`src/rtl/tlp_beat_packer.sv`:
```
module tlp_beat_packer #(
  parameter int LANES = 8
) (
  input  logic                  clk,
  input  logic                  rst_n,
  input  logic                  in_valid,
  output logic                  in_ready,
  input  logic [31:0]           in_data,
  input  logic                  in_last,
  output logic                  out_valid,
  input  logic                  out_ready,
  output logic [LANES*32-1:0]   out_data,
  output logic                  out_sop,
  output logic                  out_eop,
  output logic [((LANES>1)?$clog2(LANES):1)-1:0] out_empty
);
  localparam int EW = (LANES > 1) ? $clog2(LANES) : 1;
  localparam logic [EW-1:0] TOP = EW'(LANES - 1);

  logic [LANES*32-1:0] asm_data, asm_next;
  logic [EW-1:0]       asm_cnt, asm_empty;
  logic                asm_sop, asm_eop, asm_full;
  logic [2:0]          pos;
  logic                hdr4, cur_hdr4, is_hdr, first;
  logic                out_free, move, take, beat_done;
  logic [31:0]         word;

  assign out_free  = !out_valid || out_ready;
  assign move      = asm_full && out_free;
  assign in_ready  = !asm_full || out_free;
  assign take      = in_valid && in_ready;
  assign first     = (pos == 3'd0);
  assign cur_hdr4  = first ? in_data[5] : hdr4;
  assign is_hdr    = (pos < 3'd3) || (pos == 3'd3 && cur_hdr4);
  assign word      = is_hdr ? {in_data[7:0], in_data[15:8], in_data[23:16], in_data[31:24]}
                            : in_data;
  assign beat_done = (asm_cnt == TOP) || in_last;

  always_comb begin
    asm_next = move ? '0 : asm_data;
    if (take) asm_next[int'(asm_cnt)*32 +: 32] = word;
  end

  always_ff @(posedge clk) begin
    if (!rst_n) begin
      pos  <= '0;
      hdr4 <= 1'b0;
    end else if (take) begin
      if (first) hdr4 <= in_data[5];
      if (in_last)              pos <= '0;
      else if (pos != 3'd4)     pos <= pos + 3'd1;
    end
  end

  always_ff @(posedge clk) begin
    if (!rst_n) begin
      asm_data  <= '0;
      asm_cnt   <= '0;
      asm_sop   <= 1'b0;
      asm_eop   <= 1'b0;
      asm_empty <= '0;
      asm_full  <= 1'b0;
    end else begin
      asm_data <= asm_next;
      if (take) begin
        if (asm_cnt == '0) asm_sop <= first;
        if (beat_done) begin
          asm_full  <= 1'b1;
          asm_cnt   <= '0;
          asm_eop   <= in_last;
          asm_empty <= TOP - asm_cnt;
        end else begin
          asm_full  <= 1'b0;
          asm_cnt   <= asm_cnt + 1'b1;
        end
      end else if (move) begin
        asm_full <= 1'b0;
      end
    end
  end

  always_ff @(posedge clk) begin
    if (!rst_n) begin
      out_valid <= 1'b0;
      out_data  <= '0;
      out_sop   <= 1'b0;
      out_eop   <= 1'b0;
      out_empty <= '0;
    end else if (move) begin
      out_valid <= 1'b1;
      out_data  <= asm_data;
      out_sop   <= asm_sop;
      out_eop   <= asm_eop;
      out_empty <= asm_eop ? asm_empty : '0;
    end else if (out_ready) begin
      out_valid <= 1'b0;
    end
  end

  p_hold_r8: assert property (@(posedge clk) disable iff (!rst_n)
    out_valid && !out_ready |=> out_valid && $stable(out_data) && $stable(out_sop)
                                && $stable(out_eop) && $stable(out_empty));

  p_empty_mid_r6: assert property (@(posedge clk) disable iff (!rst_n)
    out_valid && !out_eop |-> out_empty == '0);

  p_tail_zero_r6: assert property (@(posedge clk) disable iff (!rst_n)
    out_valid && out_eop |-> (out_data >> ((LANES - int'(out_empty)) * 32)) == '0);

  p_tput_r9: assert property (@(posedge clk) disable iff (!rst_n)
    out_ready |-> in_ready);

  p_idle_ready_r10: assert property (@(posedge clk) disable iff (!rst_n)
    !out_valid |-> in_ready);
endmodule

```
`config.mk`:
```
export PLATFORM = sky130hd
export DESIGN_NAME = tlp_beat_packer
export DESIGN_NICKNAME = d
export VERILOG_FILES = /design/src/rtl/tlp_beat_packer.sv
export SDC_FILE = /design/constraint.sdc
export NUM_CORES = 1
export LEC_CHECK = 0
export ABC_AREA = 1
export BUFFER_PORTS_ARGS = -buffer_cell sky130_fd_sc_hd__buf_2
export CORE_MARGIN = 5
export CORE_UTILIZATION = 51
export DETAILED_ROUTE_END_ITERATION = 8
export PLACE_DENSITY = 0.75
export REMOVE_ABC_BUFFERS = 1
export SLEW_MARGIN = 20
export SYNTH_ARGS = -nofsm -noshare
export SYNTH_HDL_FRONTEND = slang
export SYNTH_SLANG_ARGS = --single-unit
```
`constraint.sdc`:
```
create_clock -name clk -period 2.4 [get_ports clk]
set_clock_uncertainty 0.05 [all_clocks]
set_input_delay 0.12 -clock clk [delete_from_list [all_inputs] [get_ports clk]]
set_output_delay 0.12 -clock clk [all_outputs]
set_load 0.01 [all_outputs]
```
==> metrics, run 1 <==
status finished clean; pre-CTS WS 147 ps; class of the worst hold path input port to flip-flop; CP max stage delay 820 ps; DIE HEIGHT roughly 210 µm; DP Area 22300 µm²; Starting Density 0.514; Clock power frac 0.431; Pwr Density 806 nW/µm²; crit path kind flip-flop to flip-flop; Reg clk slew, reported paths 60 ps; CORE AREA just under 40000 µm²; Switching Fraction 0.247; arrival time worst endpoint 2790 ps; most frequent cells in the layout dfxtp_1 (530), o21ai_0 (489), a21oi_1 (464); Routed Antenna Nets 0; CTS tree yes; Starting DRT DRC Count 1431; crit path max fanout 32; crit path time final about 2300 ps; P_sw 4810 µW; dpl hpwl 36.5 mm; Max Freq 428 MHz; max cap viols 0; P_int roughly 15000 µW; vias in the first global route about 18000; die extent in x 210 µm; final worst-path setup slack 65.6 ps; Mean Syn Cell Area between 7 and 8 µm²; Worst setup SP type flip-flop; #FFs+latches synth 531; Worst path slowest cell nor2_4; post-synth cell types 27; Syn Std Cell Area 20400 µm²; CTS Root Cell clkbuf_16; Placed Cells incl. Taps about 3300; Ys Warns 0; fin area 24200 µm²; DR vias/cell 5.45; RSZ-0062 raised after global routing true; Fin. Hold Viols 0; part of the cycle the worst path needs 0.973; input/output buffers 299; DRC 0; Post-Layout Cell Count 3408; Layout area overhead 18.7%; wire length per cell 16.8 µm; fill count 3534; Peak VDD IR around 490 µV; Slew @ Worst Pin 1070 ps; Hold WS 56.7 ps; final setup fails 0; commonest non-fill, non-tap cell in the layout dfxtp_1; # IOs 300; Num CTS Buffers 53; Seq pwr share 0.479; cells along the critical path inv_1, ha_1, inv_1, nor2_4, nand3_1, a21oi_1; Max Slew Vio Count 0; Rel. slew slack 0.283; die area 44000 µm²; gpl congestion 0.828; largest net degree at the start of global routing 171; Total GRT Usage 0.249; Pleak 0.0104 µW; DR vias about 19000; CP required 2860 ps; Total Wirelength 57.4 mm; gr ovfl total 0; most used cell, CP inv_1; Seq/Total Area, Yosys 0.522; CTS H-tree depth 2; clk sink count 531; row cnt 73; layout cells sized above 1 0.157; Clk Latency, worst-skew pair 590 ps; DRT Pass-1 Iters 5; Final Power 19500 µW; clk buf depth 3; Syn Inst Count 2662; nets 2886; first-pass GRT wire length about 90 mm; Worst Setup End Kind flip-flop; Comb pwr share 0.090; initial antenna violation count 6
[kinds of logic after synthesis]
logic type	count (synthesis)	synth area share
simple gates	629	0.132
compound gates	987	0.243
fa+ha+maj	10	0.00614
flops	531	0.522
buf+inv	505	0.0965
[critical path, delay by kind of cell, from the launching register on]
kind / cells / cell delay, ps
compound gates: 1 / 210
fa+ha+maj: 1 / 390
simple gates: 2 / 1050
flops: 1 / 340
buf+inv: 2 / 210
[worst paths after layout]
path	start	endpoint	slack (ps)	depth (start not counted)
worst min-delay path	in_data[12]	asm_data[148]	60	5
worst min register to register	asm_data[231]	out_data[231]	390	2
worst max-delay path	asm_cnt[1]	asm_data[95]	70	6
worst max register to register	asm_cnt[1]	asm_data[95]	70	6
[final cells by class]
type | instances | area (µm²) | share of cell area
diodes | 5 | 12.5 | 0.000517
clock buffers | 77 | 1580 | 0.0653
clock inverters | 17 | 198 | 0.00818
inverters | 274 | 1040 | 0.0429
multi-input cells | 1626 | 7820 | 0.323
flip-flops and latches | 531 | 10600 | 0.440
well taps | 525 | 657 | 0.0272
repair buffers | 353 | 2240 | 0.0928
[synth_stat cells (all sizes together)]
master | instances | area (µm²)
a211oi | 5 | 37.5
a21oi | 464 | 2320
and3 | 1 | 6.26
buf | 67 | 320
clkbuf | 164 | 616
clkinv | 1 | 3.75
dfxtp | 531 | 10600
ha | 10 | 125
inv | 273 | 1020
nand2 | 153 | 579
nand3 | 73 | 380
nand4 | 64 | 400
nor2 | 330 | 1260
nor3 | 7 | 61.3
o21ai | 518 | 2600
or3 | 1 | 6.26
[routing by layer]
metal	global-route usage	share of wire	wire, µm	vias to the layer above
li1	-	-	-	9161
met1	0.324	0.42	24000	8623
met2	0.406	0.47	26900	642
met3	0.0399	0.070	4020	131
met4	0.119	0.043	2470	0
met5	0	0	0	-
[what timing repair did]
item	CTS	global route
hold buffers	8	0
buffers inserted	0	0
setup endpoints to repair	0	11
resized for setup	0	1
endpoints found under the hold margin	85	0
[power groups by stage]
stage | logic (µW) | registers [µW] | clock network [µW]
after floorplan | 843 | 9600 | 0
after global placement | 1690 | 9510 | 0
after detailed placement | 1720 | 9510 | 0
after CTS | 1740 | 9330 | 8540
after global routing | 1930 | 9360 | 8910
final | 1750 | 9330 | 8410
[flip-flops by register name, indices dropped and copies added, names as in the netlist]
| register | count |
|---|---|
| out_eop | 1 |
| asm_data | 256 |
| out_data | 256 |
| out_sop | 1 |
| asm_eop | 1 |
| out_empty | 3 |
| asm_empty | 3 |
| asm_full | 1 |
| asm_sop | 1 |
| asm_cnt | 3 |
| hdr4 | 1 |
| pos | 3 |
| out_valid | 1 |
[stage by stage]
| stage | setup TNS, ps | utilization |
|---|---|---|
| floorplan | -4426000 | - |
| global placement | 0 | 0.563 |
| detailed placement | 0 | 0.563 |
| CTS | 0 | 0.610 |
| global route | -91.6 | 0.610 |
| finish | 0 | 0.610 |
Note: power is estimated with default switching activity, not from simulation.
==> run 2: changes to the inputs <==
BUFFER_PORTS_ARGS = -buffer_cell sky130_fd_sc_hd__buf_4   (was -buffer_cell sky130_fd_sc_hd__buf_2)
==> metrics, run 2 (synthesized netlist as in run 1, its figures left out) <==
status finished clean; dpl hpwl 37.2 mm; CTS H-tree depth 2; DIE HEIGHT about 210 µm; Placed Cells incl. Taps 3302; cells along the critical path inv_1, ha_1, nand2_1, nand2_1, nand3_2, buf_4, nand3_1, nand2_1, nand4_1, a21oi_1; Top Registers asm_data: 256 flops, out_data: 256 flops; layout cells sized above 1 0.157; worst setup path endpoint asm_data[97]; gr ovfl total 0; Max Freq about 440 MHz; first-pass GRT wire length 90.4 mm; fill count 3418; Max Slew Vio Count 0; CP max stage delay ~350 ps; Final Util 0.625; Total GRT Usage 0.248; crit path launch pos[0]; R2R Path End asm_data[97]; DR vias 18565; Worst setup SP type flip-flop; DRT Pass-1 Iters 6; Worst path slowest cell dfxtp_1; post_cts resized 0; input/output buffers 299; DRC 0; wire length per cell 17.0 µm; crit path kind flip-flop to flip-flop; Starting Density 0.514; Fin Setup TNS 0 ps; Num CTS Buffers 53; crit path max fanout 32; Pwr Density 781 nW/µm²; row cnt 73; clk sink count 531; initial antenna violation count 2; vias in the first global route approximately 17000; Starting DRT DRC Count 1455; CTS Root Cell clkbuf_16; Post-Layout Cell Count 3401; worst reg2reg path depth 10; Clk Latency, worst-skew pair 570 ps; Routed Antenna Nets 0; crit path time final between 2000 and 2500 ps; CTS tree yes; Rel. slew slack 0.321; Total Wirelength ~58 mm; Pleak between 0.01 and 0.015 µW; die extent in x 210 µm; arrival time worst endpoint 2700 ps; largest net degree at the start of global routing 191; DR vias/cell 5.46; nets 2883; max cap viols 0; most used cell, CP nand2_1; Reg clk slew, reported paths ~60 ps; part of the cycle the worst path needs 0.937; CP required between 2000 and 3000 ps; Layout area overhead 21.7%; Fin. Hold Viols 0; # hold bufs at CTS 4; CORE AREA 39600 µm²; # IOs 300; commonest non-fill, non-tap cell in the layout dfxtp_1; most frequent cells in the layout dfxtp_1 (530), o21ai_0 (489), a21oi_1 (464); clk buf depth 3; RSZ-0062 raised after global routing false; Slew @ Worst Pin 1020 ps; Worst Setup End Kind flip-flop; class of the worst hold path input port to flip-flop; gpl congestion 0.862; reg-to-reg startpoint pos[0]; register-to-register setup slack ~150 ps; post-CTS setup buffer count 0; final setup fails 0; die area between 40000 and 50000 µm²; Peak VDD IR 549 µV
## run 2: worst min path at each step
| stage | start | endpoint | cells past startpoint |
|---|---|---|---|
| floorplan | rst_n | asm_full | 2 |
| global placement | in_last | asm_eop | 3 |
| detailed placement | in_last | asm_eop | 3 |
| CTS | in_data[14] | asm_data[150] | 5 |
| global route | in_data[27] | asm_data[3] | 5 |
| finish | in_data[23] | asm_data[143] | 5 |
## run 2: metrics by stage
step | hold WS (ps) | total power (µW) | setup WS (ps) | instance area, µm²
global route | 36.0 | 20100 | 6.06 | 24800
finish | 18.4 | 19400 | 150 | 24800
CTS | 0.245 | 19500 | 185 | 24800
global placement | 364 | 11300 | 300 | 23000
detailed placement | 374 | 11400 | 210 | 23000
floorplan | 168 | 10400 | -9980 | 19400
## run 2: worst max-delay path: cells and delay by family (launching register included)
family | cells | cell delay (ps)
fa+ha+maj | 1 | 240
flops | 1 | 350
simple gates | 6 | 940
buf+inv | 2 | 420
compound gates | 1 | 180
## run 2: final cells by class
type | instances | area [µm²] | area share
sequential | 531 | 10600 | 0.429
multi-input combinational | 1626 | 7810 | 0.315
timing repair buffer | 350 | 2930 | 0.118
clock buffer | 75 | 1520 | 0.0613
inverter | 274 | 1040 | 0.0419
tap | 525 | 657 | 0.0265
clock inverter | 18 | 193 | 0.00777
antenna | 2 | 5.00 | 0.000202
## run 2: where the power goes
part	internal (µW)	switching (µW)	total (µW)	leakage [µW]
clock network	4810	3340	8150	0.000853
logic	663	1210	1880	0.00526
registers	9150	191	9340	0.00431
## run 2: per-layer routing
metal | track usage | vias up | wire [µm]
li1 | - | 9154 | -
met1 | 0.332 | 8585 | 24300
met2 | 0.399 | 683 | 27100
met3 | 0.0399 | 143 | 4010
met4 | 0.110 | 0 | 2400
met5 | 0 | - | 0
